--- config.mk ---
export PLATFORM = sky130hd
export DESIGN_NAME = prc_counter
export DESIGN_NICKNAME = d
export VERILOG_FILES = /design/src/rtl/prc_pkg.sv /design/src/rtl/prc_rst_sync.sv /design/src/rtl/prc_toggle_cell.sv /design/src/rtl/prc_carry_chain.sv /design/src/rtl/prc_holdoff_mon.sv /design/src/rtl/prc_counter.sv
export SDC_FILE = /design/constraint.sdc
export NUM_CORES = 1
export LEC_CHECK = 0
export BUFFER_PORTS_ARGS = -buffer_cell sky130_fd_sc_hd__buf_2
export CAP_MARGIN = 20
export CORE_MARGIN = 2
export CORE_UTILIZATION = 48
export CTS_BUF_LIST = sky130_fd_sc_hd__clkbuf_16
export CTS_CLUSTER_SIZE = 20
export DETAILED_ROUTE_END_ITERATION = 6
export PLACE_DENSITY = 0.73
export SLEW_MARGIN = 30
export SYNTH_ARGS = -nofsm -noshare
export SYNTH_HDL_FRONTEND = slang
export SYNTH_SLANG_ARGS = --single-unit
--- constraint.sdc ---
create_clock -name clk -period 1.6 [get_ports clk]
set_input_delay 0.32 -clock clk [delete_from_list [all_inputs] [get_ports clk]]
set_output_delay 0.32 -clock clk [all_outputs]
set_load 0.02 [all_outputs]
--- src/rtl/prc_pkg.sv ---
package prc_pkg;

  localparam int PRC_DEFAULT_W = 16;

  // Per-bit control bundle driven by the top into each toggle cell
  typedef struct packed {
    logic load;  // parallel load request
    logic step;  // counting qualified by enable, carry-in and no load
    logic fast;  // prescaled enable: LSB state for upper bits, 1 for bit 0
  } prc_ctl_t;

endpackage

--- src/rtl/prc_rst_sync.sv ---
module prc_rst_sync #(
  parameter int STAGES = 2
) (
  input  logic clk,
  input  logic rst_n,
  output logic rst_sync_n
);

  logic [STAGES-1:0] sync_q;
  logic [STAGES-1:0] sync_d;

  always_comb begin
    sync_d = {sync_q[STAGES-2:0], 1'b1};
  end

  always_ff @(posedge clk or negedge rst_n) begin
    if (!rst_n) begin
      sync_q <= '0;
    end else begin
      sync_q <= sync_d;
    end
  end

  assign rst_sync_n = sync_q[STAGES-1];

endmodule

--- src/rtl/prc_toggle_cell.sv ---
module prc_toggle_cell
  import prc_pkg::*;
(
  input  logic     clk,
  input  logic     rst_n,
  input  prc_ctl_t ctl,
  input  logic     tgl,
  input  logic     d,
  output logic     q
);

  logic q_r;
  logic q_n;
  logic flip;

  always_comb begin
    flip = ctl.step & ctl.fast & tgl;
    if (ctl.load) begin
      q_n = d;
    end else if (flip) begin
      q_n = ~q_r;
    end else begin
      q_n = q_r;
    end
  end

  always_ff @(posedge clk or negedge rst_n) begin
    if (!rst_n) begin
      q_r <= 1'b0;
    end else begin
      q_r <= q_n;
    end
  end

  assign q = q_r;

  // a load edge captures the data input
  p_load_capture_r2: assert property (@(posedge clk) disable iff (!rst_n)
    ctl.load |=> (q == $past(d)));

  // no load and no step leaves the bit unchanged
  p_idle_hold_r3: assert property (@(posedge clk) disable iff (!rst_n)
    (!ctl.load && !ctl.step) |=> $stable(q));

endmodule

--- src/rtl/prc_carry_chain.sv ---
module prc_carry_chain #(
  parameter int W = 16
) (
  input  logic         clk,
  input  logic         rst_n,
  input  logic [W-1:0] q,
  output logic [W-1:0] tgl
);

  // Ripple of two-input ANDs over bits 1 and up, one gate per stage
  logic [W-1:0] ripple;
  logic [W-1:2] term_q;

  assign ripple[0] = 1'b1;
  assign ripple[1] = 1'b1;

  generate
    for (genvar i = 2; i < W; i++) begin : g_stage
      if (i == 2) begin : g_first
        assign ripple[i] = q[1];
      end else begin : g_next
        assign ripple[i] = ripple[i-1] & q[i-1];
      end
    end
  endgenerate

  // Registered toggle terms, refreshed on every edge; the chain gets a full period
  always_ff @(posedge clk or negedge rst_n) begin
    if (!rst_n) begin
      term_q <= '0;
    end else begin
      term_q <= ripple[W-1:2];
    end
  end

  assign tgl = {term_q, 2'b11};

endmodule

--- src/rtl/prc_holdoff_mon.sv ---
module prc_holdoff_mon (
  input  logic clk,
  input  logic rst_n,
  input  logic ld,
  input  logic cen,
  output logic holdoff_err
);

  logic ld_q;
  logic err_q;
  logic err_n;

  always_comb begin
    err_n = ld_q & cen & ~ld;
  end

  always_ff @(posedge clk or negedge rst_n) begin
    if (!rst_n) begin
      ld_q  <= 1'b0;
      err_q <= 1'b0;
    end else begin
      ld_q  <= ld;
      err_q <= err_n;
    end
  end

  assign holdoff_err = err_q;

  // the flag is only raised after an edge that sampled enable high without load
  p_flag_cause_r7: assert property (@(posedge clk) disable iff (!rst_n)
    holdoff_err |-> $past(cen && !ld));

endmodule

--- src/rtl/prc_counter.sv ---
module prc_counter
  import prc_pkg::*;
#(
  parameter int W           = PRC_DEFAULT_W,
  parameter int SYNC_STAGES = 2
) (
  input  logic         clk,
  input  logic         rst_n,
  input  logic         ld,
  input  logic [W-1:0] d,
  input  logic         cen,
  input  logic         cin,
  output logic [W-1:0] q,
  output logic         cout,
  output logic         holdoff_err
);

  logic         rst_s_n;
  logic         step;
  logic [W-1:0] q_w;
  logic [W-1:0] tgl_w;
  prc_ctl_t     ctl [W];

  prc_rst_sync #(.STAGES(SYNC_STAGES)) u_rst_sync (
    .clk        (clk),
    .rst_n      (rst_n),
    .rst_sync_n (rst_s_n)
  );

  assign step = cen & cin & ~ld;

  prc_carry_chain #(.W(W)) u_chain (
    .clk   (clk),
    .rst_n (rst_s_n),
    .q     (q_w),
    .tgl   (tgl_w)
  );

  generate
    for (genvar i = 0; i < W; i++) begin : g_bit
      if (i == 0) begin : g_lsb
        assign ctl[i] = '{load: ld, step: step, fast: 1'b1};
      end else begin : g_upper
        assign ctl[i] = '{load: ld, step: step, fast: q_w[0]};
      end
      prc_toggle_cell u_cell (
        .clk   (clk),
        .rst_n (rst_s_n),
        .ctl   (ctl[i]),
        .tgl   (tgl_w[i]),
        .d     (d[i]),
        .q     (q_w[i])
      );
    end
  endgenerate

  prc_holdoff_mon u_mon (
    .clk         (clk),
    .rst_n       (rst_s_n),
    .ld          (ld),
    .cen         (cen),
    .holdoff_err (holdoff_err)
  );

  assign q    = q_w;
  assign cout = (&q_w) & cin & cen & ~ld;

  // reset holds the count at zero
  p_reset_clear_r1: assert property (@(posedge clk)
    !rst_n |-> (q == '0));

  // a qualified step adds one unless the hold-off rule was broken
  p_step_incr_r4: assert property (@(posedge clk) disable iff (!rst_s_n)
    (cen && cin && !ld) |=> ((q == $past(q) + 1'b1) || holdoff_err));

  // terminal count rolls over to zero
  p_wrap_zero_r9: assert property (@(posedge clk) disable iff (!rst_s_n)
    cout |=> ((q == '0) || holdoff_err));

endmodule

==> impl.org <==
** Floorplan
- Once the floorplan was initialized, standard cells occupied 50.86% of the core.
- During I/O placement, the number of pins put on the boundary was 39.
- Floorplan core area :: 0.003053 mm2
- In this run the core area contains 20 standard-cell rows.
- The die covers 0.003706 mm2.
- Measured along the x axis, the die boundary spans 60.88 um.
- Die Ht :: 60.88 um

** Synth
- Synthesized area divided by synthesized cell count :: 10.86 um2
- Cell with the most instances after synthesis :: sky130_fd_sc_hd__dfrtp_1
- The share of the Yosys chip area taken by registers is 54.79%.
- Top flip-flop cell by instance count after synthesis :: sky130_fd_sc_hd__dfrtp_1
- Share of synthesized registers carrying an async set or reset :: 100.0%
- The number of nets in the synthesized netlist is 164.
- Yosys cell types :: 24
- Yosys attributes the largest share of cell area to sky130_fd_sc_hd__dfrtp_1 55%, sky130_fd_sc_hd__buf_4 9.2%, sky130_fd_sc_hd__xor2_1 7.9%, sky130_fd_sc_hd__nand4_1 6.0%, sky130_fd_sc_hd__o21ai_0 4.8%.
- The mapped netlist covers 0.001553 mm2.
- The synthesized design spends more area on one cell type than any other, namely sky130_fd_sc_hd__dfrtp_1.
- Share of the synthesized area in the top cell type :: 54.79%
- After synthesis, the most frequently instantiated cells are 34 x sky130_fd_sc_hd__dfrtp_1, 19 x sky130_fd_sc_hd__buf_4, 19 x sky130_fd_sc_hd__nand2_1.
- In the synthesized netlist, the number of instances is 143.
- The Yosys step of the flow raised 0 warnings.
- Number of synthesized register bits :: 34
- Counting flops with a built-in enable in the synthesized netlist gives 0.

** Final layout
- In the final layout, the share of cells above drive strength 1 is 37.84%.
- From synthesis to final layout, the design area changed by 24.82%.
- Total number of nets in the final design :: 206
- Utilization of the core after routing :: 63.48%
- The repair_antennas step left the layout with diodes totalling 0.

** Run status
- Violated checks :: setup timing
- The run finished, with violations left.

** Global routing
- The via count of the first global-routing pass came to 1,182.
- The number of antenna violations at the first check in global routing is 0.
- The first global-routing pass estimated 5409 um of wire.
- Global routing finished with a remaining overflow of 0.
- Entering global routing, the biggest net connects 35 pins.
- GR Util All Layers :: 20.89%

** Clock network
- TritonCTS built the clock tree.
- Number of H-tree branching levels :: 2
- Clock transition at the register clock pins on the worst setup and hold paths after CTS :: 0.05 ns
- The clock passes through at most 2 buffers.
- Number of buffers created by CTS :: 5
- For this design, the sink count on the clock tree is 34.
- At the later pin of the worst-skew pair, clock insertion delay measures 0.27 ns.
- The cell sitting at the root of the clock tree is a sky130_fd_sc_hd__clkbuf_16.

** STA
- Finish-stage setup viols :: 1
- In the final timing run, aggregate negative setup slack is -0.1883 ns.
- Number of hold violations in the final report :: 0
- Once routing completed, OpenROAD measured the worst setup slack at -0.1883 ns.
- Setup repair after global routing could not meet its margin everywhere.
- Across the routed clock network, the largest skew measured is 0.006124 ns.
- Share of the clock period used by the worst path :: 111.8%
- For this run, the top clock speed supported by timing is 0.5592 GHz.
- Hold slack final :: 0.2052 ns
- The max-slew violation count is 0.
- Period minus WS final :: 1.788 ns

** Placed design
- Detailed placer's ending HPWL :: 2252 um
- Port buffering added 38 buffers.
- Place WS :: 0.03892 ns
- The congestion estimate from routability-driven global placement came to 0.8057.

** Worst setup path
- In this design, the stage delay of the slowest critical-path cell is 0.40 ns.
- The worst register-to-register path begins at g_bit[7].u_cell.q$_DFFE_PN0P_.
- List of cells traversed by the critical path :: nand4_4 -> nor4_4 -> and4b_1 -> buf_4
- Worst Path Required :: 1.28 ns
- The worst setup path is captured at an output pin.
- STA classifies the critical path startpoint as a flop.
- Among cell families on the critical path, the largest total delay comes from simple AND/OR/NAND/NOR gates.
- At the worst endpoint, the arrival time is 1.47 ns.
- Number of buffer and inverter instances along the worst setup path :: 1
- In this run the worst path has a maximum fanout of 2.
- Critical Path Source :: g_bit[1].u_cell.q$_DFFE_PN0P_
- Slowest cell on the critical path :: sky130_fd_sc_hd__dfrtp_1
- Classification of the worst setup path :: reg -> out

** Routing
- Final WL :: 3236 um
- The detail route stage leaves a number of antenna-violating nets equal to 0.
- After detailed routing, the number of remaining DRC violations is 0.
- Average routed wire per standard cell :: 14.13 um
- Vias after detailed routing :: 1,150
- The first TritonRoute pass finished after 4 iterations.
- DRT iter0 DRCs :: 28
- Dividing the detail-routed via count by the number of cells gives 5.022.

** Power and ir drop
- Summed over all cells, the static leakage comes to 0.0009622 uW.
- VDD sags by at most 0.7324 mV.
- Power spread over the standard cell area amounts to 1098 mW/mm2.

** Hold path
- Worst hold-check path type :: reg -> async

** Job
- Across the run, the number of max-cap violations was 0.
-- cell usage in the layout, fill, tap and decap left out, types with 2 or more instances in the layout --
cell type	count
sky130_fd_sc_hd__and2_1	2
sky130_fd_sc_hd__and3_1	4
sky130_fd_sc_hd__buf_2	37
sky130_fd_sc_hd__buf_4	20
sky130_fd_sc_hd__clkbuf_16	5
sky130_fd_sc_hd__dfrtp_1	32
sky130_fd_sc_hd__dfrtp_2	2
sky130_fd_sc_hd__inv_1	4
sky130_fd_sc_hd__nand2_1	19
sky130_fd_sc_hd__nand4_1	15
sky130_fd_sc_hd__nand4_4	2
sky130_fd_sc_hd__nor2_1	2
sky130_fd_sc_hd__o21ai_0	15
sky130_fd_sc_hd__xnor2_1	2
sky130_fd_sc_hd__xor2_1	14
-- cell families (layout without fill, tap and decap cells) --
group           after synthesis  after routing  share of synthesized area (%)
compound gates               16             16                          5.157
xor+xnor                     16             16                          9.025
buf+inv                      25             67                          10.72
flops                        34             34                          54.79
other cells                   1              1                         0.2415
simple gates                 51             51                          20.06
-- metrics by stage --
| stage | total power (uW) | cell area, um2 | instances |
|---|---|---|---|
| after global placement | 1257 | 1752 | 217 |
| after floorplan | 1184 | 1553 | 143 |
| after CTS | 2140 | 1914 | 226 |
| final | 2127 | 1938 | 229 |
| after detailed placement | 1266 | 1752 | 217 |
| after global routing | 2226 | 1938 | 229 |
-- layout make-up --
class                   instances  area (um2)
clock buffers                   5       125.1
clock inverters                 2       7.507
fillers                       267        1115
inverters                       2       7.507
multi-input cells              84       544.3
flip-flops and latches         34       853.3
well taps                      44       55.05
repair buffers                 58       345.3
-- state kept, by name, summed over array words and instances, names as in the netlist --
register and cells:
g_bit.u_cell.q 16, u_rst_sync.sync_q 2, u_mon.ld_q 1, u_mon.holdoff_err 1
u_chain.term_q 14
-- per-layer routing --
| layer | vias up | share of wire, % | track usage, % |
|---|---|---|---|
| li1 | 555 | - | - |
| met1 | 559 | 42 | 25.27 |
| met2 | 32 | 51 | 33.95 |
| met3 | 4 | 5.1 | 6.823 |
| met4 | 0 | 1.9 | 9.627 |
| met5 | - | 0 | 0 |
-- repair_timing --
| item | CTS | global route |
|---|---|---|
| resized for setup | 3 | 1 |
| endpoints found under the hold margin | 2 | 0 |
| setup buffers | 1 | 3 |
| pin swaps | 0 | 4 |
| hold buffers | 1 | 0 |
| setup endpoints to repair | 1 | 1 |
-- worst paths after layout --
path                                                  endpoint  slack (ns)  cells past startpoint
worst max-delay path                                      cout       -0.19                      4
worst min-delay path             g_bit[1].u_cell.q$_DFFE_PN0P_        0.21                      1
worst max register to register    u_chain.term_q[12]$_DFF_PN0_        0.33                      4
worst min register to register   g_bit[1].u_cell.q$_DFFE_PN0P_        0.21                      1
max in group asynchronous       u_rst_sync.sync_q[1]$_DFF_PN0_        1.15                      2
min in group clk                g_bit[13].u_cell.q$_DFFE_PN0P_        0.25                      3
-- report_power, final --
group	internal (uW)	leakage, uW	switching (uW)	total [uW]
sequential	915	0.000433	44.5	959
combinational	127	0.000457	185	312
clock	553	0.0000723	303	856
total	1600	0.000962	532	2130
No activity file was read; power rests on OpenSTA's default activity.
